## src/rtl/lrs_pkg.sv

```systemverilog
package lrs_pkg;

   localparam logic [7:0] ADDR_CTRL = 8'h02;
   localparam logic [7:0] ADDR_POS  = 8'h03;
   localparam logic [7:0] ADDR_CFG  = 8'h06;
   localparam logic [7:0] ADDR_TIME = 8'h07;

   localparam int CTRL_PD_BIT   = 0;
   localparam int CTRL_RING_BIT = 1;

   localparam logic [2:0] PRESC_DEF = 3'd1;
   localparam logic [5:0] TIME_DEF  = 6'h20;

   typedef struct packed {
      logic        wr;
      logic        two;
      logic [7:0]  addr;
      logic [15:0] data;
   } xact_t;

   typedef enum logic [3:0] {
      S_IDLE, S_CLR, S_TOPR_UP, S_RING, S_MODE_RD, S_MODE_WR,
      S_PSC_RD, S_PSC_WR, S_TIME_WR, S_UP_WR, S_UP_SETTLE,
      S_DN_WR, S_DN_SETTLE, S_PDOWN, S_TOPR_DN, S_DIRECT
   } seq_t;

endpackage

```

## src/rtl/lrs_wait_timer.sv

```systemverilog
module lrs_wait_timer #(
   parameter int CYC = 50000
) (
   input  logic clk,
   input  logic rst_n,
   input  logic start,
   output logic done
);
   localparam int CW = $clog2(CYC + 1);

   generate
      if (CYC < 2) begin : g_bad_cyc
         $error("lrs_wait_timer: CYC must be at least 2");
      end
   endgenerate

   logic [CW-1:0] cnt;
   logic          run;

   always_ff @(posedge clk or negedge rst_n) begin
      if (!rst_n) begin
         cnt <= '0;
         run <= 1'b0;
      end else if (start) begin
         cnt <= CW'(CYC);
         run <= 1'b1;
      end else if (run) begin
         cnt <= cnt - 1'b1;
         if (cnt == CW'(1)) run <= 1'b0;
      end
   end

   assign done = run && (cnt == CW'(1));

endmodule

```

## src/rtl/lrs_xact_port.sv

```systemverilog
module lrs_xact_port
   import lrs_pkg::*;
(
   input  logic  clk,
   input  logic  rst_n,
   input  logic  req,
   input  xact_t req_x,
   output logic  cmd_valid,
   input  logic  cmd_ready,
   output xact_t cmd_x,
   input  logic  rsp_valid,
   input  logic  rsp_err,
   output logic  done,
   output logic  done_err
);
   typedef enum logic [1:0] {P_IDLE, P_ISSUE, P_WAIT} pst_t;
   pst_t pst;

   always_ff @(posedge clk or negedge rst_n) begin
      if (!rst_n) begin
         pst   <= P_IDLE;
         cmd_x <= '0;
      end else begin
         case (pst)
            P_IDLE:  if (req) begin
                        cmd_x <= req_x;
                        pst   <= P_ISSUE;
                     end
            P_ISSUE: if (cmd_ready) pst <= P_WAIT;
            P_WAIT:  if (rsp_valid) pst <= P_IDLE;
            default: pst <= P_IDLE;
         endcase
      end
   end

   assign cmd_valid = (pst == P_ISSUE);
   assign done      = (pst == P_WAIT) && rsp_valid;
   assign done_err  = done && rsp_err;

   // a stalled command keeps every field
   a_r2_hold_stalled: assert property (@(posedge clk) disable iff (!rst_n)
      cmd_valid && !cmd_ready |=> cmd_valid && $stable(cmd_x));

endmodule

```

## src/rtl/lens_ramp_seq.sv

```systemverilog
module lens_ramp_seq
   import lrs_pkg::*;
#(
   parameter int POS_W     = 10,
   parameter int STEP_LOG2 = 4,
   parameter int OPR_CYC   = 50000
) (
   input  logic             clk,
   input  logic             rst_n,
   input  logic             pwr_up_req,
   input  logic             pwr_dn_req,
   input  logic             pos_wr,
   input  logic [POS_W-1:0] pos_data,
   input  logic [2:0]       cfg_mode,
   input  logic [2:0]       cfg_presc,
   input  logic [5:0]       cfg_time,
   output logic             cmd_valid,
   input  logic             cmd_ready,
   output logic             cmd_write,
   output logic             cmd_two,
   output logic [7:0]       cmd_addr,
   output logic [15:0]      cmd_wdata,
   input  logic             rsp_valid,
   input  logic             rsp_err,
   input  logic [7:0]       rsp_rdata,
   output logic             step_go,
   input  logic             step_done,
   output logic             busy,
   output logic             powered,
   output logic             error
);
   localparam int               STEP      = 1 << STEP_LOG2;
   localparam logic [POS_W-1:0] STEP_MASK = POS_W'(STEP - 1);
   localparam logic [POS_W-1:0] STEP_INC  = POS_W'(STEP);

   generate
      if (POS_W < 9 || POS_W > 16) begin : g_bad_pos_w
         $error("lens_ramp_seq: POS_W must be 9..16");
      end
      if (STEP_LOG2 < 0 || STEP_LOG2 >= POS_W) begin : g_bad_step
         $error("lens_ramp_seq: STEP_LOG2 out of range");
      end
   endgenerate

   seq_t             st;
   logic [POS_W-1:0] tgt, cur;
   logic [7:0]       rbyte;
   logic             req;
   xact_t            req_x, cmd_x;
   logic             done, done_err, t_start, t_done;

   always_comb begin
      req   = 1'b1;
      req_x = '{wr: 1'b1, two: 1'b0, addr: ADDR_CTRL, data: 16'h0000};
      case (st)
         S_CLR:     req_x.data = 16'h0000;
         S_RING:    req_x.data = 16'(1 << CTRL_RING_BIT);
         S_PDOWN:   req_x.data = 16'(1 << CTRL_PD_BIT);
         S_MODE_RD, S_PSC_RD: begin
            req_x.wr   = 1'b0;
            req_x.addr = ADDR_CFG;
         end
         S_MODE_WR: begin
            req_x.addr = ADDR_CFG;
            req_x.data = {8'h00, cfg_mode, rbyte[4:0]};
         end
         S_PSC_WR: begin
            req_x.addr = ADDR_CFG;
            req_x.data = {8'h00, rbyte[7:3], cfg_presc};
         end
         S_TIME_WR: begin
            req_x.addr = ADDR_TIME;
            req_x.data = {10'h000, cfg_time};
         end
         S_UP_WR, S_DN_WR, S_DIRECT: begin
            req_x.two  = 1'b1;
            req_x.addr = ADDR_POS;
            req_x.data = 16'(cur);
         end
         default:   req = 1'b0;
      endcase
   end

   lrs_xact_port u_port (
      .clk, .rst_n, .req, .req_x, .cmd_valid, .cmd_ready, .cmd_x,
      .rsp_valid, .rsp_err, .done, .done_err
   );

   assign t_start = done && !done_err && (st == S_CLR || st == S_PDOWN);

   lrs_wait_timer #(.CYC(OPR_CYC)) u_opr (
      .clk, .rst_n, .start(t_start), .done(t_done)
   );

   always_ff @(posedge clk or negedge rst_n) begin
      if (!rst_n) begin
         st      <= S_IDLE;
         tgt     <= '0;
         cur     <= '0;
         rbyte   <= '0;
         powered <= 1'b0;
         error   <= 1'b0;
         step_go <= 1'b0;
      end else begin
         step_go <= 1'b0;
         if (done_err) begin
            error <= 1'b1;
            st    <= S_IDLE;
         end else begin
            case (st)
               S_IDLE: begin
                  if (pwr_up_req && !powered) begin
                     error <= 1'b0;
                     st    <= S_CLR;
                  end else if (pwr_dn_req && powered) begin
                     error <= 1'b0;
                     cur   <= tgt & ~STEP_MASK;
                     st    <= S_DN_WR;
                  end else if (pos_wr) begin
                     tgt <= pos_data;
                     if (powered) begin
                        cur <= pos_data;
                        st  <= S_DIRECT;
                     end
                  end
               end
               S_CLR:     if (done) st <= S_TOPR_UP;
               S_TOPR_UP: if (t_done) st <= S_RING;
               S_RING:    if (done) st <= S_MODE_RD;
               S_MODE_RD: if (done) begin
                  rbyte <= rsp_rdata;
                  st    <= S_MODE_WR;
               end
               S_MODE_WR, S_PSC_WR: if (done) begin
                  if (st == S_MODE_WR && cfg_presc != PRESC_DEF) begin
                     st <= S_PSC_RD;
                  end else if (cfg_time != TIME_DEF) begin
                     st <= S_TIME_WR;
                  end else begin
                     cur <= tgt & STEP_MASK;
                     st  <= S_UP_WR;
                  end
               end
               S_PSC_RD:  if (done) begin
                  rbyte <= rsp_rdata;
                  st    <= S_PSC_WR;
               end
               S_TIME_WR: if (done) begin
                  cur <= tgt & STEP_MASK;
                  st  <= S_UP_WR;
               end
               S_UP_WR, S_DN_WR: if (done) begin
                  step_go <= 1'b1;
                  st      <= (st == S_UP_WR) ? S_UP_SETTLE : S_DN_SETTLE;
               end
               S_UP_SETTLE: if (step_done) begin
                  if (cur == tgt) begin
                     powered <= 1'b1;
                     st      <= S_IDLE;
                  end else begin
                     cur <= cur + STEP_INC;
                     st  <= S_UP_WR;
                  end
               end
               S_DN_SETTLE: if (step_done) begin
                  if (cur == '0) begin
                     st <= S_PDOWN;
                  end else begin
                     cur <= cur - STEP_INC;
                     st  <= S_DN_WR;
                  end
               end
               S_PDOWN:   if (done) st <= S_TOPR_DN;
               S_TOPR_DN: if (t_done) begin
                  powered <= 1'b0;
                  st      <= S_IDLE;
               end
               S_DIRECT:  if (done) st <= S_IDLE;
               default:   st <= S_IDLE;
            endcase
         end
      end
   end

   assign busy      = (st != S_IDLE) && (st != S_DIRECT);
   assign cmd_write = cmd_x.wr;
   assign cmd_two   = cmd_x.two;
   assign cmd_addr  = cmd_x.addr;
   assign cmd_wdata = cmd_x.data;

   // position payload never carries bits above the position width
   a_r7_pos_payload: assert property (@(posedge clk) disable iff (!rst_n)
      cmd_valid && cmd_addr == ADDR_POS |-> cmd_two && cmd_write && ((cmd_wdata >> POS_W) == 16'h0000));

   // settle requests only happen inside a sequence
   a_r8_step_in_seq: assert property (@(posedge clk) disable iff (!rst_n)
      step_go |-> busy);

   // outside a sequence the only command is a position write
   a_r11_direct_only: assert property (@(posedge clk) disable iff (!rst_n)
      cmd_valid && !busy |-> cmd_addr == ADDR_POS && cmd_two);

   // an abort leaves the block idle
   a_r12_abort_idle: assert property (@(posedge clk) disable iff (!rst_n)
      $rose(error) |-> !busy);

endmodule

```

## config.mk

```make
export PLATFORM = sky130hd
export DESIGN_NAME = lens_ramp_seq
export DESIGN_NICKNAME = d
export VERILOG_FILES = /design/src/rtl/lrs_pkg.sv /design/src/rtl/lrs_wait_timer.sv /design/src/rtl/lrs_xact_port.sv /design/src/rtl/lens_ramp_seq.sv
export SDC_FILE = /design/constraint.sdc
export NUM_CORES = 1
export LEC_CHECK = 0
export BUFFER_PORTS_ARGS = -buffer_cell sky130_fd_sc_hd__clkbuf_2
export CORE_MARGIN = 1
export CORE_UTILIZATION = 37
export CTS_CLUSTER_DIAMETER = 150
export DETAILED_ROUTE_END_ITERATION = 7
export SYNTH_ARGS = -nofsm -noshare
export SYNTH_HDL_FRONTEND = slang
export SYNTH_SLANG_ARGS = --single-unit
```

## constraint.sdc

```tcl
create_clock -name clk -period 2.6 [get_ports clk]
set_input_delay 0.39 -clock clk [delete_from_list [all_inputs] [get_ports clk]]
set_output_delay 0.39 -clock clk [all_outputs]
set_load 0.01 [all_outputs]
```

==> results.py, run 1 <==
metrics = {
    "setup_path": {
        "r2r_end": "cur[4]",
        "path_cells": "or4_1 > or4_4 > o211a_4 > nand4_4 > nor3_1 > a211o_1",
        "crit_required_ns": 2.85,
        "crit_path_top_delay_cell": "or4_1",
        "worst-path-buf-inv": 0,
        "crit_path_max_incr_delay_ns": 0.53,
        "arrival_ns": 2.60,
        "rr_worst_depth": 6,
        "critPathKind": "reg -> reg",
        "start_kind": "flop",
        "crit_family": "simple AND/OR/NAND/NOR gates",
        "endpoint_kind": "flop",
        "cp_max_fo": 12,
        "r2r_slack_ns": 0.25,
        "r2r_start": "cur[8]",
    },
    "clocking": {
        "cts_hold_buf": 0,
        "cts.reportedPaths.clkPinSlew_ns": 0.07,
        "cts_tree": "built",
        "cts_buffer_depth": 2,
        "postCtsResizedCells": 0,
        "clock_sinks": 69,
        "post_cts_buffers": 0,
        "insertion_delay_ns": 0.36,
        "h-tree-depth": 3,
        "numCtsBuffers": 9,
        "ctsRootBufferMaster": "clkbuf_8",
    },
    "timing": {
        "hold_viol": 0,
        "clock-skew-final_ns": 0.01037,
        "relSlewSlack_pct": 57.39,
        "worstMarginPinSlew_ns": 0.6391,
        "fin_crit_sh_pct": 90.46,
        "period_minus_slack_ns": 2.352,
        "rsz0062_at_grt": "no",
        "fin_setup_tns_ns": 0,
        "setup-violations-final": 0,
        "maxSlewViolCount": 0,
        "fmax_mhz": 425.2,
    },
    "global_route": {
        "grt_max_degree": 44,
        "grt_usage_pct": 19.57,
        "grt_pass1_vias": 3559,
        "antenna_found_initial": 0,
        "grt_pass1_wl_um": 17560,
        "overflow": 0,
    },
    "die": {
        "die_h_um": 107.8,
        "die_area_um2": 11620,
        "row_count": 38,
        "coreArea_um2": 10890,
        "start_util_pct": 38.04,
        "num_io_pins": 70,
        "die_w_um": 107.8,
    },
    "logic_synthesis": {
        "synth.avg_cell_area_um2": 9.370,
        "yosysWarnings": 0,
        "yosysSeqAreaShare_pct": 41.69,
        "synth_cell_type_count": 64,
        "ys_seq_elements": 69,
        "synth-main-ff-cell": "dfrtp_1",
        "async_reset_ff_share_pct": 100.0,
        "synth_area_um2": 4141,
        "synth-edff-count": 0,
        "synthCells": 442,
    },
    "drt": {
        "via_count": 3585,
        "final_antenna_net_count": 0,
        "drtIter0Drc": 227,
        "routedWlPerCell_um": 16.03,
        "drc": 0,
        "avgViaCountPerCell": 5.440,
        "dr.pass1.iters": 5,
        "drt_wl_total_um": 10570,
    },
    "power": {
        "p_per_area_nw_per_um2": 1143,
        "leakage_nw": 2.148,
        "ir_drop_mv": 0.3312,
    },
    "final_layout": {
        "multi_input_area_um2": 2235,
        "final_util_pct": 44.58,
        "diodes": 0,
        "final_common_cell": "dfrtp_1",
        "nets": 557,
        "final_cell_mix": "dfrtp_1, clkbuf_2, nand2_1",
        "drive_gt1_share_pct": 24.28,
        "ff_latch_area_um2": 1727,
        "synthToLayoutAreaGrowth_pct": 17.19,
        "n_fill_cell": 1040,
    },
    "run": {
        "drv_cap": 0,
    },
    "placement": {
        "hpwlAfterDp_um": 8078,
        "gp_congestion": 0.8892,
        "numPortBuffers": 58,
    },
    "status": {
        "outcome": "finished clean",
    },
    "hold_path": {
        "hold_path.class": "in -> async",
    },
}
-- power by group --
group,switching (W),internal (W)
registers,0.000432,0.00150
logic,0.00151,0.00124
clock network,0.000404,0.000466
total,0.00234,0.00320
-- cells by family after synthesis --
family / synth area share [%]
AND/OR/NAND/NOR: 20.94
AO/OA/AOI/OAI: 18.19
flip-flops: 41.69
buffers and inverters: 5.378
multiplexers: 7.221
XOR/XNOR: 5.287
adder cells (fa/ha/maj): 1.209
other: 0.09055
-- Yosys cell counts, types with 2 or more instances --
cell	n	area, um^2
a211oi_1	3	22.52
a21oi_1	18	90.09
a22o_1	10	87.58
a22oi_1	15	112.6
a31oi_1	2	12.51
and2_1	4	25.02
and3_1	3	18.77
and3b_1	3	26.28
buf_1	3	11.26
buf_2	4	20.02
buf_4	11	82.58
clkbuf_1	11	41.29
dfrtp_1	69	1727
ha_1	4	50.05
inv_1	10	37.54
mux2_2	19	214.0
mux2i_1	7	70.07
nand2_1	49	183.9
nand2b_1	8	50.05
nand3_1	10	50.05
nand3b_1	4	30.03
nand4_1	5	31.28
nor2_1	30	112.6
nor2b_1	8	50.05
nor3_1	10	50.05
nor3b_1	5	37.54
nor4_1	7	43.79
nor4b_1	2	17.52
o211ai_1	2	15.01
o21ai_0	23	115.1
o21ai_1	7	35.03
o21bai_1	2	15.01
o221ai_1	2	17.52
o22a_1	2	17.52
o22ai_1	5	31.28
o2bb2ai_1	3	26.28
o31ai_1	4	30.03
o32a_1	3	30.03
o41ai_1	2	17.52
or3_1	2	12.51
or4_1	4	30.03
or4_4	2	22.52
xnor2_1	20	175.2
xor2_1	5	43.79
-- worst register-to-register path: cells and delay by family (launching register included) --
kind / cells / cell delay [ns]
flops: 1 / 0.45
simple gates: 4 / 1.25
compound gates: 2 / 0.54
-- final cells by class --
cell class / count / area share, %
clock inverter: 4 / 0.9796
timing repair buffer: 82 / 9.951
sequential: 69 / 35.58
multi-input combinational: 341 / 46.04
tap: 140 / 3.609
inverter: 11 / 0.8507
clock buffer: 12 / 2.990
-- registers in the layout, indices dropped and copies added (netlist names) --
name          flops
st                4
error             1
powered           1
rbyte             8
step_go           1
cur              10
tgt              10
u_port.pst        2
u_port.cmd_x     15
u_opr.cnt        16
u_opr.run         1
-- per-stage QoR --
step,cells,power [W],hold WS [ns],setup slack (ns),instance area [um^2]
2_1_floorplan,452,0.003826,0.09441,0.2614,4179
3_5_place_dp,643,0.004667,0.4556,0.2616,4661
5_1_grt,659,0.005978,0.1128,0.1005,4853
4_1_cts,659,0.005551,0.06893,0.2572,4853
6_report,659,0.005546,0.04831,0.2481,4853
3_3_place_gp,643,0.004609,0.4492,0.3216,4661
-- layer usage --
metal / share of wire (%) / global-route usage, % / vias to the layer above / routed length, um
li1: - / - / 1733 / -
met1: 48 / 27.07 / 1713 / 5062
met2: 45 / 29.44 / 118 / 4736
met3: 5.1 / 4.237 / 21 / 543
met4: 2.1 / 8.023 / 0 / 223
met5: 0 / 0 / - / 0
-- how the worst max path moves through the flow --
stage	startpoint	to	slack [ns]	cells after the start
6_report	cur[8]	cur[4]	0.25	6
5_1_grt	st[2]	cur[4]	0.10	8
4_1_cts	cur[8]	cur[4]	0.26	6
3_5_place_dp	cur[8]	cur[4]	0.26	6
3_3_place_gp	cur[8]	cur[4]	0.32	6
2_1_floorplan	st[2]	cur[8]	0.26	12
(Power assumes the default switching activity.)
==> run 2, diff against run 1 <==
--- a/config.mk
+++ b/config.mk
@@ -8,7 +8,7 @@
 export BUFFER_PORTS_ARGS = -buffer_cell sky130_fd_sc_hd__clkbuf_2
 export CORE_MARGIN = 1
 export CORE_UTILIZATION = 37
-export CTS_CLUSTER_DIAMETER = 150
+export CTS_CLUSTER_DIAMETER = 40
 export DETAILED_ROUTE_END_ITERATION = 7
 export SYNTH_ARGS = -nofsm -noshare
 export SYNTH_HDL_FRONTEND = slang
==> constraint.sdc (replaced) <==
create_clock -name clk -period 2.6 [get_ports clk]
set_input_delay 0.26 -clock clk [delete_from_list [all_inputs] [get_ports clk]]
set_output_delay 0.26 -clock clk [all_outputs]
set_load 0.01 [all_outputs]
==> results.py, run 2 (synthesis results as in run 1) <==
metrics = {
    "clocking": {
        "numCtsBuffers": 9,
        "post_cts_buffers": 0,
        "cts_hold_buf": 1,
        "clock_sinks": 69,
        "insertion_delay_ns": 0.36,
        "cts_tree": "built",
        "h-tree-depth": 3,
        "cts_buffer_depth": 2,
        "cts.reportedPaths.clkPinSlew_ns": 0.08,
        "ctsRootBufferMaster": "clkbuf_8",
        "postCtsResizedCells": 0,
    },
    "timing": {
        "rsz0062_at_grt": "no",
        "worstMarginPinSlew_ns": 0.7234,
        "fin_ws_ns": 0.2611,
        "fin_setup_tns_ns": 0,
        "maxSlewViolCount": 0,
        "setup-violations-final": 0,
        "clock-skew-final_ns": 0.01201,
        "whs_ns": 0.1168,
        "fin_crit_sh_pct": 89.96,
        "period_minus_slack_ns": 2.339,
        "fmax_mhz": 427.6,
        "hold_viol": 0,
        "relSlewSlack_pct": 51.77,
    },
    "global_route": {
        "grt_pass1_wl_um": 17910,
        "grt_max_degree": 40,
        "overflow": 0,
        "grt_usage_pct": 20.04,
        "antenna_found_initial": 0,
        "grt_pass1_vias": 3595,
    },
    "final_layout": {
        "largest_reg_flops": 16,
        "synthToLayoutAreaGrowth_pct": 17.07,
        "drive_gt1_share_pct": 23.70,
        "diodes": 0,
        "stdcell_area_um2": 4848,
        "largest_register": "u_opr.cnt",
        "nets": 557,
        "final_common_cell": "dfrtp_1",
        "final_cell_mix": "dfrtp_1, clkbuf_2, nand2_1",
        "reg_top3": "u_opr.cnt: 16 flops, u_port.cmd_x: 15 flops",
    },
    "die": {
        "die_h_um": 107.8,
        "die_w_um": 107.8,
        "coreArea_um2": 10890,
        "die_area_um2": 11620,
        "start_util_pct": 38.04,
        "row_count": 38,
        "num_io_pins": 70,
    },
    "drt": {
        "final_antenna_net_count": 0,
        "drt_wl_total_um": 10640,
        "via_count": 3581,
        "drc": 0,
        "avgViaCountPerCell": 5.434,
        "dr.pass1.iters": 5,
        "drtIter0Drc": 179,
        "routedWlPerCell_um": 16.15,
    },
    "power": {
        "ir_drop_mv": 0.3391,
        "p_per_area_nw_per_um2": 1141,
        "leakage_nw": 2.139,
    },
    "hold_path": {
        "hold_path.class": "in -> reg",
    },
    "placement": {
        "dpl-instance-area_um2": 4653,
        "dp_slack_ns": 0.2758,
        "hpwlAfterDp_um": 8081,
        "numPortBuffers": 58,
        "gp_congestion": 0.9170,
    },
    "setup_path": {
        "start_kind": "flop",
        "endpoint_kind": "flop",
        "crit_required_ns": 2.85,
        "cp_max_fo": 12,
        "arrival_ns": 2.59,
        "critPathKind": "reg -> reg",
    },
    "status": {
        "outcome": "finished clean",
    },
    "run": {
        "drv_cap": 0,
    },
}
## run 2: metrics by stage
step,utilization [%],cells,power (W)
global route,44.53,659,0.005988
floorplan,-,452,0.003826
finish,44.53,659,0.005533
global placement,42.74,642,0.004608
detailed placement,42.74,642,0.004670
CTS,44.53,659,0.005544
## run 2: layer usage
| layer | global-route usage, % | share of wire, % | vias to the layer above |
|---|---|---|---|
| met5 | 0 | 0 | - |
| li1 | - | - | 1728 |
| met4 | 8.121 | 2.0 | 0 |
| met2 | 30.17 | 44 | 121 |
| met3 | 4.843 | 6.1 | 19 |
| met1 | 27.40 | 48 | 1713 |
## run 2: final cells by class
cell class,instances,area [um^2]
Clock buffer,13,138.9
Clock inverter,3,46.29
Fill cell,1069,6040
Inverter,11,41.29
Multi-Input combinational cell,341,2235
Sequential cell,69,1727
Tap cell,140,175.2
Timing Repair Buffer,82,485.5
## run 2: worst max-delay path, stage by stage, from the launching register on
cell and delay [ns]:
dfrtp_1 0.47, or4_4 0.57, or4_4 0.45, o211a_4 0.26, nand4_4 0.14, nor3_1 0.07
a211o_1 0.27
## run 2: worst paths after layout
check / depth (start not counted) / start / slack, ns / endpoint
worst min-delay path: 2 / cmd_ready / 0.12 / u_port.pst[0]
max in group asynchronous: 3 / rst_n / 1.45 / u_port.cmd_x[18]
worst max-delay path: 6 / cur[7] / 0.26 / cur[4]
worst max register to register: 6 / cur[7] / 0.26 / cur[4]
min in group asynchronous: 2 / rst_n / 0.49 / cur[7]
worst min register to register: 1 / u_port.cmd_x[17] / 0.47 / u_port.cmd_x[17]
## run 2: report_power, final
group | internal (W) | switching, W
sequential | 0.00150 | 0.000421
combinational | 0.00124 | 0.00152
clock | 0.000446 | 0.000404
==> run 3, diff against run 2 <==
--- a/config.mk
+++ b/config.mk
@@ -7,7 +7,8 @@
 export LEC_CHECK = 0
 export BUFFER_PORTS_ARGS = -buffer_cell sky130_fd_sc_hd__clkbuf_2
 export CORE_MARGIN = 1
-export CORE_UTILIZATION = 37
+export CORE_UTILIZATION = 30
+export CTS_BUF_LIST = sky130_fd_sc_hd__clkbuf_4 sky130_fd_sc_hd__clkbuf_8
 export CTS_CLUSTER_DIAMETER = 40
 export DETAILED_ROUTE_END_ITERATION = 7
 export SYNTH_ARGS = -nofsm -noshare
==> constraint.sdc (replaced) <==
create_clock -name clk -period 2.69 [get_ports clk]
set_input_delay 0.269 -clock clk [delete_from_list [all_inputs] [get_ports clk]]
set_output_delay 0.269 -clock clk [all_outputs]
set_load 0.01 [all_outputs]
==> results.py, run 3 (synthesis results as in run 1) <==
metrics = {
    "final_layout": {
        "nets": 552,
        "multi_input_area_um2": 2235,
        "largest_reg_flops": 16,
        "diodes": 0,
        "n_fill_cell": 1396,
        "final_cell_mix": "dfrtp_1, clkbuf_2, nand2_1",
        "drive_gt1_share_pct": 23.78,
        "synthToLayoutAreaGrowth_pct": 17.07,
        "final_common_cell": "dfrtp_1",
        "reg_top3": "u_opr.cnt: 16 flops, u_port.cmd_x: 15 flops",
        "largest_register": "u_opr.cnt",
        "ff_latch_area_um2": 1727,
    },
    "placement": {
        "gp_congestion": 0.8703,
        "numPortBuffers": 58,
        "hpwlAfterDp_um": 8055,
    },
    "drt": {
        "final_antenna_net_count": 0,
        "dr.pass1.iters": 5,
        "drtIter0Drc": 222,
        "drt_wl_total_um": 10640,
        "avgViaCountPerCell": 5.142,
        "drc": 0,
        "routedWlPerCell_um": 15.44,
        "via_count": 3543,
    },
    "global_route": {
        "grt_max_degree": 70,
        "overflow": 0,
        "grt_pass1_wl_um": 17600,
        "antenna_found_initial": 0,
        "grt_pass1_vias": 3484,
        "grt_usage_pct": 15.70,
    },
    "die": {
        "die_area_um2": 14280,
        "start_util_pct": 31.03,
        "die_w_um": 119.5,
        "coreArea_um2": 13350,
        "num_io_pins": 70,
        "die_h_um": 119.5,
        "row_count": 42,
    },
    "clocking": {
        "h-tree-depth": 3,
        "insertion_delay_ns": 0.36,
        "postCtsResizedCells": 0,
        "cts_tree": "built",
        "post_cts_buffers": 0,
        "ctsRootBufferMaster": "clkbuf_8",
        "cts.reportedPaths.clkPinSlew_ns": 0.07,
        "cts_hold_buf": 0,
        "numCtsBuffers": 9,
        "clock_sinks": 69,
        "cts_buffer_depth": 2,
    },
    "status": {
        "outcome": "finished clean",
    },
    "timing": {
        "period_minus_slack_ns": 2.443,
        "fin_setup_tns_ns": 0,
        "setup-violations-final": 0,
        "whs_ns": 0.1228,
        "relSlewSlack_pct": 41.52,
        "maxSlewViolCount": 0,
        "hold_viol": 0,
        "worstMarginPinSlew_ns": 0.8772,
        "fin_crit_sh_pct": 90.80,
        "fmax_mhz": 409.4,
        "rsz0062_at_grt": "no",
        "clock-skew-final_ns": 0.01017,
    },
    "setup_path": {
        "arrival_ns": 2.68,
        "r2r_start": "st[2]",
        "endpoint_kind": "flop",
        "startpoint": "st[2]",
        "r2r_end": "tgt[4]",
        "cp_max_fo": 24,
        "r2r_slack_ns": 0.25,
        "rr_worst_depth": 7,
        "crit_required_ns": 2.93,
        "critPathKind": "reg -> reg",
        "start_kind": "flop",
        "endpoint": "tgt[4]",
    },
    "power": {
        "power_w": 0.005261,
        "leakage_nw": 2.117,
        "ir_drop_mv": 0.2712,
        "p_per_area_nw_per_um2": 1085,
    },
    "hold_path": {
        "hold_path.class": "in -> async",
    },
    "run": {
        "drv_cap": 0,
    },
}
run 3: cell count changes in the layout (fill, tap and decap cells not counted):
cell and change:
bufinv_16 -1, dlygate4sd3_1 -1, clkbuf_4 +1, clkbuf_1 -4, clkinv_2 +1, buf_4 -4, clkbuf_8 +2
run 3: per-stage QoR:
step	cell area [um^2]	utilization, %	std cells	setup WS, ns
floorplan	4179	-	452	0.3514
global placement	4668	34.97	674	0.3051
detailed placement	4668	34.97	674	0.2822
CTS	4848	36.32	689	0.2622
global route	4848	36.32	689	0.08916
finish	4848	36.32	689	0.2474
run 3: power breakdown:
group | switching (W) | leakage, nW | internal [W]
clock | 0.000390 | 0.0919 | 0.000390
sequential | 0.000416 | 0.845 | 0.00145
combinational | 0.00143 | 1.18 | 0.00118
total | 0.00224 | 2.12 | 0.00302
run 3: area by class of cell:
cell class                      count  share of cell area [%]
Clock inverter                      3                  0.4387
Inverter                           11                  0.8516
Sequential cell                    69                   35.61
Multi-Input combinational cell    341                   46.09
Timing Repair Buffer               77                   9.187
Tap cell                          176                   4.542
Clock buffer                       12                   3.277
run 3: how the worst min path moves through the flow:
stage,end,start,slack (ns),cells after the start
after floorplan,cur[0],rst_n,-0.03,0
after global placement,u_port.cmd_x[17],u_port.cmd_x[17],0.45,1
after detailed placement,u_port.cmd_x[17],u_port.cmd_x[17],0.46,1
after CTS,st[1],rsp_err,0.12,2
after global routing,u_port.pst[0],cmd_ready,0.14,2
final,step_go,rst_n,0.12,2
run 3: per-layer routing:
metal	global-route usage (%)	part of all wire [%]	wire, um	vias to the layer above
li1	-	-	-	1725
met1	21.70	48	5058	1695
met2	22.62	44	4686	107
met3	3.660	6.2	657	16
met4	8.359	2.2	233	0
met5	0	0	0	-
run 3: worst max-delay path, cell delays in order, from the launching register on:
cell and delay, ns:
dfrtp_1 0.49, buf_12 0.21, nor4_1 0.49, buf_4 0.21
nand3b_1 0.09, inv_1 0.07, nand3_1 0.35, mux2_2 0.41
